==> src/rtl/hecc_pkg.sv <==
package hecc_pkg;

  typedef enum logic [1:0] {
    ST_CLEAN  = 2'd0,
    ST_ECCERR = 2'd1,
    ST_FIXED  = 2'd2,
    ST_UNCORR = 2'd3
  } hecc_status_e;

  typedef enum logic [2:0] {
    SQ_IDLE,
    SQ_SYN,
    SQ_CLS,
    SQ_RD,
    SQ_MOD,
    SQ_WR,
    SQ_FIN
  } hecc_state_e;

endpackage

==> src/rtl/hecc_popcount.sv <==
module hecc_popcount #(
  parameter int W  = 22,
  parameter int SW = $clog2(W) + 1
) (
  input  logic [W-1:0]  bits,
  output logic [SW-1:0] count
);
  localparam int LW = $clog2(W);
  localparam int P  = 1 << LW;

  // heap-ordered adder tree: node n sums nodes 2n and 2n+1, leaves at P..2P-1
  logic [SW-1:0] node [1:2*P-1];

  for (genvar i = 0; i < P; i++) begin : g_leaf
    if (i < W) begin : g_real
      assign node[P+i] = SW'(bits[i]);
    end else begin : g_pad
      assign node[P+i] = '0;
    end
  end

  for (genvar n = 1; n < P; n++) begin : g_sum
    assign node[n] = node[2*n] + node[2*n+1];
  end

  assign count = node[1];
endmodule

==> src/rtl/hecc_classify.sv <==
module hecc_classify
  import hecc_pkg::*;
#(
  parameter int LINE_W = 11,
  parameter int CODE_W = 2 * LINE_W,
  parameter int PW     = $clog2(CODE_W) + 1
) (
  input  logic              clk,
  input  logic              rst_n,
  input  logic              load,
  input  logic [CODE_W-1:0] calc,
  input  logic [CODE_W-1:0] stored,
  output hecc_status_e      status,
  output logic [LINE_W-1:0] loc
);
  logic [CODE_W-1:0] syn_d, syn_q;
  logic [PW-1:0]     pop_d, pop_q;
  logic              zero_q;
  logic [LINE_W-1:0] pair_diff;

  assign syn_d = calc ^ stored;

  hecc_popcount #(.W(CODE_W), .SW(PW)) u_pop (
    .bits  (syn_d),
    .count (pop_d)
  );

  always_ff @(posedge clk or negedge rst_n) begin
    if (!rst_n) begin
      syn_q  <= '0;
      pop_q  <= '0;
      zero_q <= 1'b0;
    end else if (load) begin
      syn_q  <= syn_d;
      pop_q  <= pop_d;
      zero_q <= (calc == '0) || (stored == '0);
    end
  end

  assign pair_diff = syn_q[LINE_W-1:0] ^ syn_q[CODE_W-1:LINE_W];

  always_comb begin
    if (zero_q || (syn_q == '0))
      status = ST_CLEAN;
    else if (pop_q == PW'(1))
      status = ST_ECCERR;
    else if ((pop_q == PW'(LINE_W)) && (pair_diff == '1))
      status = ST_FIXED;
    else
      status = ST_UNCORR;
  end

  assign loc = syn_q[LINE_W-1:0];

  AST_POP_MATCH: assert property (@(posedge clk) disable iff (!rst_n)
    load |=> (int'(pop_q) == $countones($past(syn_d))));
endmodule

==> src/rtl/hecc_seq.sv <==
module hecc_seq
  import hecc_pkg::*;
#(
  parameter int CHUNKS   = 2,
  parameter int CHUNK_AW = 8,
  parameter int DATA_W   = 8,
  parameter int BIT_W    = $clog2(DATA_W),
  parameter int LINE_W   = CHUNK_AW + BIT_W,
  parameter int CIW      = (CHUNKS > 1) ? $clog2(CHUNKS) : 1,
  parameter int AW       = CHUNK_AW + CIW
) (
  input  logic              clk,
  input  logic              rst_n,
  input  logic              start,
  input  logic              wide_page,
  input  logic              fix_en,
  input  hecc_status_e      status,
  input  logic [LINE_W-1:0] loc,
  input  logic [DATA_W-1:0] mem_rdata,
  output logic              idle,
  output logic              load,
  output logic              record,
  output logic [CIW-1:0]    chunk,
  output logic              mem_rd_en,
  output logic              mem_wr_en,
  output logic [AW-1:0]     mem_addr,
  output logic [DATA_W-1:0] mem_wdata,
  output logic              done
);
  hecc_state_e       state_q;
  logic [CIW-1:0]    chunk_q, last_q;
  logic              fix_q, wide_q;
  logic [AW-1:0]     addr_q;
  logic [BIT_W-1:0]  bit_q;
  logic [DATA_W-1:0] wdata_q;
  logic              repair;

  assign repair = (status == ST_FIXED) && fix_q;

  always_ff @(posedge clk or negedge rst_n) begin
    if (!rst_n) begin
      state_q <= SQ_IDLE;
      chunk_q <= '0;
      last_q  <= '0;
      fix_q   <= 1'b0;
      wide_q  <= 1'b0;
      addr_q  <= '0;
      bit_q   <= '0;
      wdata_q <= '0;
    end else begin
      case (state_q)
        SQ_IDLE: if (start) begin
          chunk_q <= '0;
          last_q  <= wide_page ? CIW'(CHUNKS - 1) : '0;
          fix_q   <= fix_en;
          wide_q  <= wide_page;
          state_q <= SQ_SYN;
        end
        SQ_SYN: state_q <= SQ_CLS;
        SQ_CLS: begin
          if (repair) begin
            addr_q  <= {chunk_q, loc[LINE_W-1:BIT_W]};
            bit_q   <= loc[BIT_W-1:0];
            state_q <= SQ_RD;
          end else if (chunk_q == last_q) begin
            state_q <= SQ_FIN;
          end else begin
            chunk_q <= chunk_q + 1'b1;
            state_q <= SQ_SYN;
          end
        end
        SQ_RD:  state_q <= SQ_MOD;
        SQ_MOD: begin
          wdata_q <= mem_rdata ^ (DATA_W'(1) << bit_q);
          state_q <= SQ_WR;
        end
        SQ_WR: begin
          if (chunk_q == last_q) begin
            state_q <= SQ_FIN;
          end else begin
            chunk_q <= chunk_q + 1'b1;
            state_q <= SQ_SYN;
          end
        end
        SQ_FIN:  state_q <= SQ_IDLE;
        default: state_q <= SQ_IDLE;
      endcase
    end
  end

  assign idle      = (state_q == SQ_IDLE);
  assign load      = (state_q == SQ_SYN);
  assign record    = (state_q == SQ_CLS);
  assign chunk     = chunk_q;
  assign mem_rd_en = (state_q == SQ_RD);
  assign mem_wr_en = (state_q == SQ_WR);
  assign mem_addr  = addr_q;
  assign mem_wdata = wdata_q;
  assign done      = (state_q == SQ_FIN);

  AST_RDWR_EXCL: assert property (@(posedge clk) disable iff (!rst_n)
    !(mem_rd_en && mem_wr_en));
  AST_WR_AFTER_RD: assert property (@(posedge clk) disable iff (!rst_n)
    mem_wr_en |-> $past(mem_rd_en, 2));
  AST_ONE_BIT_FLIP: assert property (@(posedge clk) disable iff (!rst_n)
    mem_wr_en |-> ($countones(mem_wdata ^ $past(mem_rdata)) == 1));
  AST_DONE_PULSE: assert property (@(posedge clk) disable iff (!rst_n)
    done |=> !done);
  AST_NARROW_LOW: assert property (@(posedge clk) disable iff (!rst_n)
    (mem_rd_en && !wide_q) |-> (mem_addr[AW-1:CHUNK_AW] == '0));
endmodule

==> src/rtl/hecc_corrector.sv <==
module hecc_corrector
  import hecc_pkg::*;
#(
  parameter int CHUNKS   = 2,
  parameter int CHUNK_AW = 8,
  parameter int DATA_W   = 8,
  localparam int BIT_W   = $clog2(DATA_W),
  localparam int LINE_W  = CHUNK_AW + BIT_W,
  localparam int CODE_W  = 2 * LINE_W,
  localparam int PW      = $clog2(CODE_W) + 1,
  localparam int CIW     = (CHUNKS > 1) ? $clog2(CHUNKS) : 1,
  localparam int AW      = CHUNK_AW + CIW
) (
  input  logic                       clk,
  input  logic                       rst_n,
  input  logic                       start,
  input  logic                       wide_page,
  input  logic                       fix_en,
  input  logic [CHUNKS*CODE_W-1:0]   calc_codes,
  input  logic [CHUNKS*CODE_W-1:0]   stored_codes,
  output logic                       mem_rd_en,
  output logic                       mem_wr_en,
  output logic [AW-1:0]              mem_addr,
  output logic [DATA_W-1:0]          mem_wdata,
  input  logic [DATA_W-1:0]          mem_rdata,
  output logic                       done,
  output logic                       fail,
  output logic [2*CHUNKS-1:0]        chunk_status,
  output logic [CHUNKS*CHUNK_AW-1:0] err_byte,
  output logic [CHUNKS*BIT_W-1:0]    err_bit
);
  logic              idle, load, record, accept;
  logic [CIW-1:0]    chunk;
  hecc_status_e      status;
  logic [LINE_W-1:0] loc;
  logic [CODE_W-1:0] calc_sel, stored_sel;
  logic              fail_q, fail_view;

  logic [CODE_W-1:0] calc_q   [CHUNKS];
  logic [CODE_W-1:0] stored_q [CHUNKS];
  hecc_status_e      stat_q   [CHUNKS];
  logic [LINE_W-1:0] loc_q    [CHUNKS];

  assign accept = start && idle;

  for (genvar c = 0; c < CHUNKS; c++) begin : g_chunk
    always_ff @(posedge clk or negedge rst_n) begin
      if (!rst_n) begin
        calc_q[c]   <= '0;
        stored_q[c] <= '0;
        stat_q[c]   <= ST_CLEAN;
        loc_q[c]    <= '0;
      end else if (accept) begin
        calc_q[c]   <= calc_codes[c*CODE_W +: CODE_W];
        stored_q[c] <= stored_codes[c*CODE_W +: CODE_W];
        stat_q[c]   <= ST_CLEAN;
        loc_q[c]    <= '0;
      end else if (record && (chunk == CIW'(c))) begin
        stat_q[c] <= status;
        loc_q[c]  <= (status == ST_FIXED) ? loc : '0;
      end
    end

    assign chunk_status[2*c +: 2]              = stat_q[c];
    assign err_byte[c*CHUNK_AW +: CHUNK_AW]    = loc_q[c][LINE_W-1:BIT_W];
    assign err_bit[c*BIT_W +: BIT_W]           = loc_q[c][BIT_W-1:0];
  end

  assign calc_sel   = calc_q[chunk];
  assign stored_sel = stored_q[chunk];

  always_ff @(posedge clk or negedge rst_n) begin
    if (!rst_n)
      fail_q <= 1'b0;
    else if (accept)
      fail_q <= 1'b0;
    else if (record && ((status == ST_ECCERR) || (status == ST_UNCORR)))
      fail_q <= 1'b1;
  end

  assign fail = fail_q;

  hecc_classify #(.LINE_W(LINE_W), .CODE_W(CODE_W), .PW(PW)) u_cls (
    .clk    (clk),
    .rst_n  (rst_n),
    .load   (load),
    .calc   (calc_sel),
    .stored (stored_sel),
    .status (status),
    .loc    (loc)
  );

  hecc_seq #(
    .CHUNKS(CHUNKS), .CHUNK_AW(CHUNK_AW), .DATA_W(DATA_W),
    .BIT_W(BIT_W), .LINE_W(LINE_W), .CIW(CIW), .AW(AW)
  ) u_seq (
    .clk       (clk),
    .rst_n     (rst_n),
    .start     (start),
    .wide_page (wide_page),
    .fix_en    (fix_en),
    .status    (status),
    .loc       (loc),
    .mem_rdata (mem_rdata),
    .idle      (idle),
    .load      (load),
    .record    (record),
    .chunk     (chunk),
    .mem_rd_en (mem_rd_en),
    .mem_wr_en (mem_wr_en),
    .mem_addr  (mem_addr),
    .mem_wdata (mem_wdata),
    .done      (done)
  );

  always_comb begin
    fail_view = 1'b0;
    for (int c = 0; c < CHUNKS; c++)
      if ((stat_q[c] == ST_ECCERR) || (stat_q[c] == ST_UNCORR))
        fail_view = 1'b1;
  end

  AST_FAIL_AT_DONE: assert property (@(posedge clk) disable iff (!rst_n)
    done |-> (fail == fail_view));
endmodule

==> config.mk <==
export PLATFORM = sky130hd
export DESIGN_NAME = hecc_corrector
export DESIGN_NICKNAME = d
export VERILOG_FILES = /design/src/rtl/hecc_pkg.sv /design/src/rtl/hecc_popcount.sv /design/src/rtl/hecc_classify.sv /design/src/rtl/hecc_seq.sv /design/src/rtl/hecc_corrector.sv
export SDC_FILE = /design/constraint.sdc
export NUM_CORES = 1
export LEC_CHECK = 0
export ABC_AREA = 1
export BUFFER_PORTS_ARGS = -buffer_cell sky130_fd_sc_hd__clkbuf_2
export CAP_MARGIN = 20
export CORE_ASPECT_RATIO = 0.9
export CORE_MARGIN = 8
export CORE_UTILIZATION = 35
export CTS_BUF_LIST = sky130_fd_sc_hd__clkbuf_4
export CTS_CLUSTER_DIAMETER = 120
export DETAILED_ROUTE_END_ITERATION = 8
export GPL_TIMING_DRIVEN = 0
export PLACE_DENSITY = 0.65
export SETUP_SLACK_MARGIN = 0.4
export SLEW_MARGIN = 20
export SYNTH_ARGS = -nofsm -noshare
export SYNTH_HDL_FRONTEND = slang
export SYNTH_SLANG_ARGS = --single-unit
==> constraint.sdc <==
create_clock -name clk -period 4.09 [get_ports clk]
set_clock_uncertainty 0.05 [all_clocks]
set_input_delay 0.818 -clock clk [delete_from_list [all_inputs] [get_ports clk]]
set_output_delay 0.818 -clock clk [all_outputs]
set_load 0.05 [all_outputs]
==> flow_summary.toml, run 1 <==
[outcome]
outcome = "finished, violations left"
violations = "negative setup slack"

[floorplanning]
dieWidth_um = 180
coreArea_mm2 = 0.0241
die_y_um = 164
dieArea_mm2 = 0.0295
ios = 148
rows = 54
start_util_pct = 35.3

[routing]
final_antenna_net_count = 0
firstDrtPassIters = 5
drc_errors = 0
drt-vias-per-instance = 4.71
num_vias = 7167
wl_per_cell_um = 16.2
drt_iter0_drc = 639
finalWirelength_mm = 24.7

[clock_network]
ctsHoldBuffers = 0
numCtsBuffers = 17
clk_path_buf_depth = 2
clk_latency_ps = 610
htree_levels = 4
cts.clk_slew.worst_paths_ps = 170
cts_tree = "yes"
cts_root_buffer = "clkbuf_4"
clock-sinks = 170

[worst_setup_path]
reg2reg_setup_slack_ps = -590
cp.arrival_ps = 5120
path_buf_inv = 5
start_kind = "register"
slowest_delay_ps = 570
cp_slowest_cell = "fa_2"
worstSetupPathType = "reg -> reg"
critPathCaptureType = "register"
crit_fanout = 7
crit_family = "adder cells"
cp_cell_sequence = "buf_8, buf_12, nand2_1, o21ai_1, xor2_1, ha_1, fa_2, fa_1, inv_2, fa_2, fa_2, inv_2, ha_4, buf_4, a21oi_2, o21ai_1, xnor2_1, o21ai_1"
cp.required_ps = 4540

[yosys]
synth_edf_count = 0
syn_area_mm2 = 0.00850
yosysWarningCount = 0
synth_area_leader_cell = "dfrtp_1"
synth_seq_cells = 170
synth_ff_type = "dfrtp_1"
synth.distinct_cells = 34
synthCells = 1002
yosys.area.top_type_share_pct = 50.1
synth-seq-area-share_pct = 50.1
async_flop_share_pct = 100
syn_avg_cell_area_um2 = 8.48
yosys-top-cells-area = "dfrtp_1 50%, nand2_1 17%, o21ai_0 4.5%, fa_1 3.8%, inv_1 3.4%"
synth_nets = 1135
synth_most_common_cell = "nand2_1"
synth.top_cells.by_count = "387 x nand2_1, 170 x dfrtp_1, 78 x inv_1, 77 x o21ai_0, 51 x nor2_1"

[sta]
fmax_mhz = 214
fin_crit_ps = 4680
timing.final.crit_share_pct = 114
setup_ws_ps = -589
maxSlewHeadroom_pct = 58.9
finalMaxSlewViolations = 0
setup_viol = 5
hold_violations = 0
worst_pin_slew_ps = 617
rsz0062_at_grt = "yes"
fin_setup_tns_ps = -2460

[final_layout]
finalNonFillerCells = 1523
n_fill_cell = 2373
layout-drive-gt1-share_pct = 30.0
final_util_pct = 44.4
antennaDiodeCount = 0
nets = 1335
syn2layout_area_growth_pct = 25.8

[run]
cap_violations = 0

[place]
post-place-cells = 1459
numPortBuffers = 147
dp.final_hpwl_mm = 18.8
gp_congestion = 0.894
dp_slack_ps = -683

[global_routing]
grt_max_degree = 91
grt-ovfl-total = 0
grt_pass1_wl_mm = 39.2
antenna_found_initial = 0
grtUsageTotal_pct = 16.8
grt_pass1_vias = 7443

[hold_path]
hold_class = "in -> async"
-- flip-flops by register name (all words and copies together) (netlist names), 3 cells and up --
signal,cells
calc_q,44
chunk_status,4
err_bit,6
err_byte,16
stored_q,44
u_cls.pop_q,6
u_cls.syn_q,22
u_seq.bit_q,3
u_seq.mem_addr,9
u_seq.mem_wdata,8
u_seq.state_q,3
-- per-layer routing --
metal  wire length [um]  part of all wire [%]  up-vias  GRT usage (%)
li1                   -                     -     3536              -
met1              11600                    47     3387           22.3
met2              11500                    46      211           27.3
met3               1210                   4.9       33           3.87
met4                419                   1.7        0           4.65
met5                  0                     0        -              0
-- path summary, 6_finish.rpt --
path                           startpoint              to  depth (start not counted)
setup / recovery              u_seq.chunk  u_cls.pop_q[4]                         18
hold / removal                      rst_n     err_byte[8]                          1
setup reg to reg              u_seq.chunk  u_cls.pop_q[4]                         18
hold reg to reg              stored_q[25]    stored_q[25]                          2
max in group asynchronous           rst_n      calc_q[18]                          3
min in group clk           calc_codes[11]      calc_q[33]                          3
-- stage by stage --
step / hold WS (ps) / area (um^2)
floorplan: 391 / 8640
global placement: 404 / 9760
detailed placement: 407 / 9830
CTS: 12.5 / 10500
global route: 12.7 / 10700
finish: 29.3 / 10700
-- cell usage in the layout, fill, tap and decap left out, types with 9 or more instances in the layout --
master / instances
clkbuf_4: 18
inv_2: 15
clkbuf_2: 146
nand2_1: 382
xor2_1: 18
nand3_1: 33
inv_1: 67
o21ai_1: 26
dfrtp_1: 169
o21ai_0: 48
fa_1: 9
nand2_2: 14
nor2_1: 51
clkbuf_1: 11
o21ai_2: 32
ha_1: 9
nand4_1: 11
buf_4: 41
xor2_2: 11
-- repair_timing --
item	4_1_cts	5_1_grt
gates cloned	2	0
gates resized for setup	43	36
setup endpoints to repair	6	6
buffers inserted	23	7
pin swaps	12	17
-- kinds of logic (layout without fill, tap and decap cells) --
group	after synthesis	count (layout)	share of synthesized area [%]
flops	170	170	50.1
compound gates	119	119	7.64
mux	8	8	0.942
simple gates	518	518	25.4
xor+xnor	33	33	3.40
fa+ha+maj	32	32	6.12
buf+inv	122	335	6.40
-- cell type report --
class | instances | area, um^2 | area share (%)
timing repair buffer | 181 | 1080 | 10.1
buffer | 39 | 285 | 2.67
clock inverter | 15 | 133 | 1.24
inverter | 83 | 317 | 2.96
multi-input combinational | 710 | 4100 | 38.4
sequential | 170 | 4260 | 39.8
tap | 308 | 385 | 3.61
clock buffer | 17 | 128 | 1.19
Power of run 1 is not shown: default switching activity piles up to over one toggle a cycle in this logic, so the estimate is an artifact.
==> run 2, diff against run 1 <==
Settings changed: ABC_CLOCK_PERIOD_IN_PS set to 4090, CORE_UTILIZATION 35 to 45, PLACE_DENSITY 0.65 to 0.78.
==> run 2 against run 1 <==
Effect of this change:
- the run still ends with negative setup slack left
- highest routed layer is now met5
- global-route usage grew 4.4 points
- sequential share of layout area is 0.36 points higher
- first-iteration DRC count shrank 23%
- setup slack got worse by 15 ps
- flip-flop and latch count stayed put
- via count grew 4.8%
- clock-buffer cell count rose by 2
- cell count decreased by 3.7%
- maximum frequency fell by 0.31%
- core utilization is 13 points higher
- wire length increased by 0.90%
- hold slack better by 150 ps
==> flow_summary.toml, run 2 (same netlist as run 1, synthesis figures left out) <==
[floorplanning]
dieArea_mm2 = 0.0235
die_y_um = 146
coreArea_mm2 = 0.0185
rows = 47
start_util_pct = 46.0
dieWidth_um = 161
ios = 148

[worst_setup_path]
rr_worst_depth = 17
critPathCaptureType = "register"
critPathLaunch = "u_seq.chunk"
cp.required_ps = 4530
r2r_end = "u_cls.pop_q[4]"
crit_fanout = 7
start_kind = "register"
reg2reg_from = "u_seq.chunk"
reg2reg_setup_slack_ps = -600
worstSetupPathType = "reg -> reg"
cp.arrival_ps = 5140

[routing]
wl_per_cell_um = 17.0
final_antenna_net_count = 0
num_vias = 7511
drt-vias-per-instance = 5.12
firstDrtPassIters = 5
drt_iter0_drc = 491
drc_errors = 0
finalWirelength_mm = 24.9

[global_routing]
busiest_layer = "met2"
met3_usage_pct = 6.69
grtUsageMet1_pct = 26.3
grt_pass1_wl_mm = 39.9
grtUsageTotal_pct = 21.2
use_met2_pct = 33.4
grt_pass1_vias = 7886
grt-ovfl-total = 0
grt_max_degree = 91
antenna_found_initial = 1

[sta]
setup_viol = 5
fin_crit_ps = 4690
timing.final.crit_share_pct = 115
finalMaxSlewViolations = 0
worst_pin_slew_ps = 664
fmax_mhz = 213
hold_violations = 0
setup_ws_ps = -604
rsz0062_at_grt = "yes"
maxSlewHeadroom_pct = 55.7
whs_ps = 184

[final_layout]
nets = 1341
mostFrequentLayoutCells = "384 x nand2_1, 169 x dfrtp_1, 146 x clkbuf_2"
mostFrequentLayoutCell = "nand2_1"
multiInputGateArea_mm2 = 0.00407
antennaDiodeCount = 0
layout-drive-gt1-share_pct = 29.3
syn2layout_area_growth_pct = 24.6
n_fill_cell = 1578
final_util_pct = 57.4
top_regs = "calc_q x44, stored_q x44, u_cls.syn_q x22"
seqCellArea_mm2 = 0.00426

[place]
dp_slack_ps = -674
numPortBuffers = 147
dp.final_hpwl_mm = 17.9
gp_congestion = 0.929

[clock_network]
numCtsBuffers = 17
cts_root_buffer = "clkbuf_4"
cts_tree = "yes"
htree_levels = 4
clk_latency_ps = 600
ctsHoldBuffers = 0
clk_path_buf_depth = 2
clock-sinks = 170
cts.clk_slew.worst_paths_ps = 150

[outcome]
outcome = "finished, violations left"
violations = "negative setup slack"

[hold_path]
hold_class = "in -> async"

[run]
cap_violations = 0
-- run 2: layout make-up --
type	count	area share, %
Timing Repair Buffer	187	10.5
Tap cell	245	2.89
Clock buffer	19	1.35
Multi-Input combinational cell	710	38.4
Buffer	39	2.66
Sequential cell	170	40.2
Clock inverter	13	1.12
Inverter	83	2.96
-- run 2: worst max-delay path: stages, from the launching register on --
cell and delay (ps):
dfrtp_2 530, buf_8 190, buf_12 150, mux2i_4 290
xor2_2 250, ha_4 250, fa_2 400, fa_1 560
inv_2 60, fa_1 490, fa_2 590, inv_2 50
ha_4 150, buf_4 130, a21oi_1 140, o21ai_1 90
xnor2_1 140, o21ai_0 90
-- run 2: worst max-delay path by stage --
stage               depth (start not counted)        endpoint  slack [ps]
detailed placement                         16  u_cls.pop_q[5]        -670
CTS                                        20  u_cls.pop_q[5]        -510
finish                                     17  u_cls.pop_q[4]        -600
global route                               19  u_cls.pop_q[5]        -730
floorplan                                  15  u_cls.pop_q[2]        -150
global placement                            1     u_seq.chunk       -1270
-- run 2: per-layer routing --
metal	up-vias	share of wire, %	wire [um]
met5	-	0.036	9
met4	2	4.0	994
met3	83	8.3	2080
met2	359	47	11700
met1	3525	41	10100
li1	3542	-	-
-- run 2: through the flow --
| stage | instance area, um^2 | setup TNS [ps] | cells |
|---|---|---|---|
| floorplan | 8640 | -484 | 1002 |
| finish | 10600 | -2500 | 1466 |
| CTS | 10500 | -2000 | 1460 |
| global placement | 9690 | -156320 | 1394 |
| global route | 10600 | -3050 | 1466 |
| detailed placement | 9720 | -2860 | 1395 |
-- run 2: repair_timing --
action	4_1_cts	5_1_grt
hold endpoints to repair	0	0
gates cloned	2	0
gates resized for setup	52	15
pin swaps	11	11
setup endpoints to repair	6	6
setup buffers	31	6
Power of run 2 is left out for the same reason.
==> run 3, diff against run 2 <==
Settings changed: PLACE_DENSITY 0.78 to 0.73.
==> run 3 against run 2 <==
Effect of this change:
- the flow still finishes with violations (negative setup slack)
- register-to-register slack gained 100 ps
- global-route usage is 1.2 points lower
- sequential share of layout area is 0.63 points higher
- via count down 4.2%
- clock-buffer cell count down 1
- hold slack got worse by 100 ps
- largest cell class unchanged
- maximum frequency rose by 2.3%
- cell count down 1.4%
- design area decreased by 1.5%
- first-iteration DRC count up 6.9%
- setup slack improved by 100 ps
==> flow_summary.toml, run 3 (same netlist as run 1, synthesis figures left out) <==
[worst_setup_path]
start_kind = "register"
reg2reg_from = "u_seq.chunk"
critPathLaunch = "u_seq.chunk"
slowest_delay_ps = 550
path_common_cell = "fa_1"
crit_family = "adder cells"
crit_fanout = 10
cp_slowest_cell = "fa_1"
cp.required_ps = 4570
rr_worst_depth = 18
path_buf_inv = 6
cp_cell_sequence = "inv_4, buf_6, o21ai_2, xor2_1, buf_4, ha_1, fa_1, inv_1, fa_1, fa_1, fa_1, inv_2, ha_4, inv_2, fa_2, o21ai_1, nand3_1, nand2_1"
cp.arrival_ps = 5070
crit_cells = 18
critPathCaptureType = "register"
worstSetupPathType = "reg -> reg"

[clock_network]
clk_latency_ps = 600
cts_tree = "yes"
cts_root_buffer = "clkbuf_4"
clock-sinks = 170
numCtsBuffers = 17
cts.clk_slew.worst_paths_ps = 160
htree_levels = 4
clk_path_buf_depth = 2

[sta]
maxSlewHeadroom_pct = 63.4
rsz0062_at_grt = "yes"
finalMaxSlewViolations = 0
fmax_mhz = 218
setup_ws_ps = -500
worst_pin_slew_ps = 550
setup_viol = 5
timing.final.crit_share_pct = 112
hold_violations = 0
fin_crit_ps = 4590

[routing]
num_vias = 7197
wl_per_cell_um = 16.0
finalWirelength_mm = 23.1
firstDrtPassIters = 6
final_antenna_net_count = 0
drt_iter0_drc = 525
drc_errors = 0
drt-vias-per-instance = 4.98

[run]
cap_violations = 0

[place]
numPortBuffers = 147
dp.final_hpwl_mm = 17.8
gp_congestion = 0.893

[floorplanning]
start_util_pct = 46.0
die_y_um = 146
coreArea_mm2 = 0.0185
rows = 47
dieWidth_um = 161
ios = 148
dieArea_mm2 = 0.0235

[final_layout]
seqCellArea_mm2 = 0.00426
final_util_pct = 56.5
mostFrequentLayoutCell = "nand2_1"
multiInputGateArea_mm2 = 0.00403
syn2layout_area_growth_pct = 22.7
layout-drive-gt1-share_pct = 27.8
n_fill_cell = 1706
top_regs = "calc_q x44, stored_q x44, u_cls.syn_q x22"
nets = 1318
mostFrequentLayoutCells = "384 x nand2_1, 169 x dfrtp_1, 146 x clkbuf_2"

[global_routing]
antenna_found_initial = 1
grt_max_degree = 67
grtUsageTotal_pct = 20.0
grt_pass1_vias = 7289
grt_pass1_wl_mm = 37.6
grt-ovfl-total = 0

[hold_path]
hold_class = "in -> async"

[outcome]
violations = "negative setup slack"
outcome = "finished, violations left"
run 3: cell types whose count changed in the layout (fill, tap and decap cells not counted), sizes merged:
cell,previous run,this run
buf,65,42
clkinv,6,4
inv,87,89
bufinv,1,2
clkbuf,180,179
diode,0,2
run 3: worst paths after layout:
kind | slack, ps | end
max | -500 | u_cls.pop_q[5]
min | 80 | u_seq.mem_addr[6]
max reg2reg | -500 | u_cls.pop_q[5]
min reg2reg | 440 | stored_q[38]
max in group asynchronous | 3260 | u_seq.chunk
min in group clk | 350 | calc_q[35]
run 3: per-layer routing:
layer	share of wire, %	global-route usage (%)	up-vias
met5	0	0	-
met4	1.9	7.26	0
met3	6.7	4.86	34
met2	46	31.0	262
met1	45	26.8	3382
li1	-	-	3519
run 3: worst reg2reg max path, stage by stage (launching register included):
cell	delay (ps)
dfrtp_2	530
inv_4	190
buf_6	220
o21ai_2	110
xor2_1	160
buf_4	150
ha_1	230
fa_1	480
inv_1	50
fa_1	550
fa_1	430
fa_1	480
inv_2	80
ha_4	130
inv_2	30
fa_2	340
o21ai_1	130
nand3_1	90
nand2_1	90
run 3: layout make-up:
| cell class | instances | area share, % |
|---|---|---|
| antenna | 2 | 0.0480 |
| buffer | 39 | 2.71 |
| clock buffer | 18 | 1.30 |
| clock inverter | 14 | 1.50 |
| inverter | 83 | 3.01 |
| multi-input combinational | 710 | 38.6 |
| sequential | 170 | 40.8 |
| tap | 245 | 2.94 |
| timing repair buffer | 164 | 9.08 |
run 3: what timing repair did:
action | 4_1_cts | 5_1_grt
setup endpoints to repair | 6 | 6
resized for setup | 32 | 31
pin swaps | 7 | 7
cloned | 0 | 2
hold buffers | 0 | 0
buffers inserted | 7 | 6
run 3: stage by stage:
step	hold slack [ps]	cells	setup TNS, ps	area (um^2)	worst slack (ps)
floorplan	391	1002	-484	8640	-148
global placement	405	1394	-158900	9690	-1280
detailed placement	410	1396	-2630	9750	-630
CTS	67.3	1435	-1950	10200	-500
global route	79.5	1445	-2830	10400	-675
finish	84.2	1445	-1920	10400	-500
Power of run 3 is left out for the same reason.
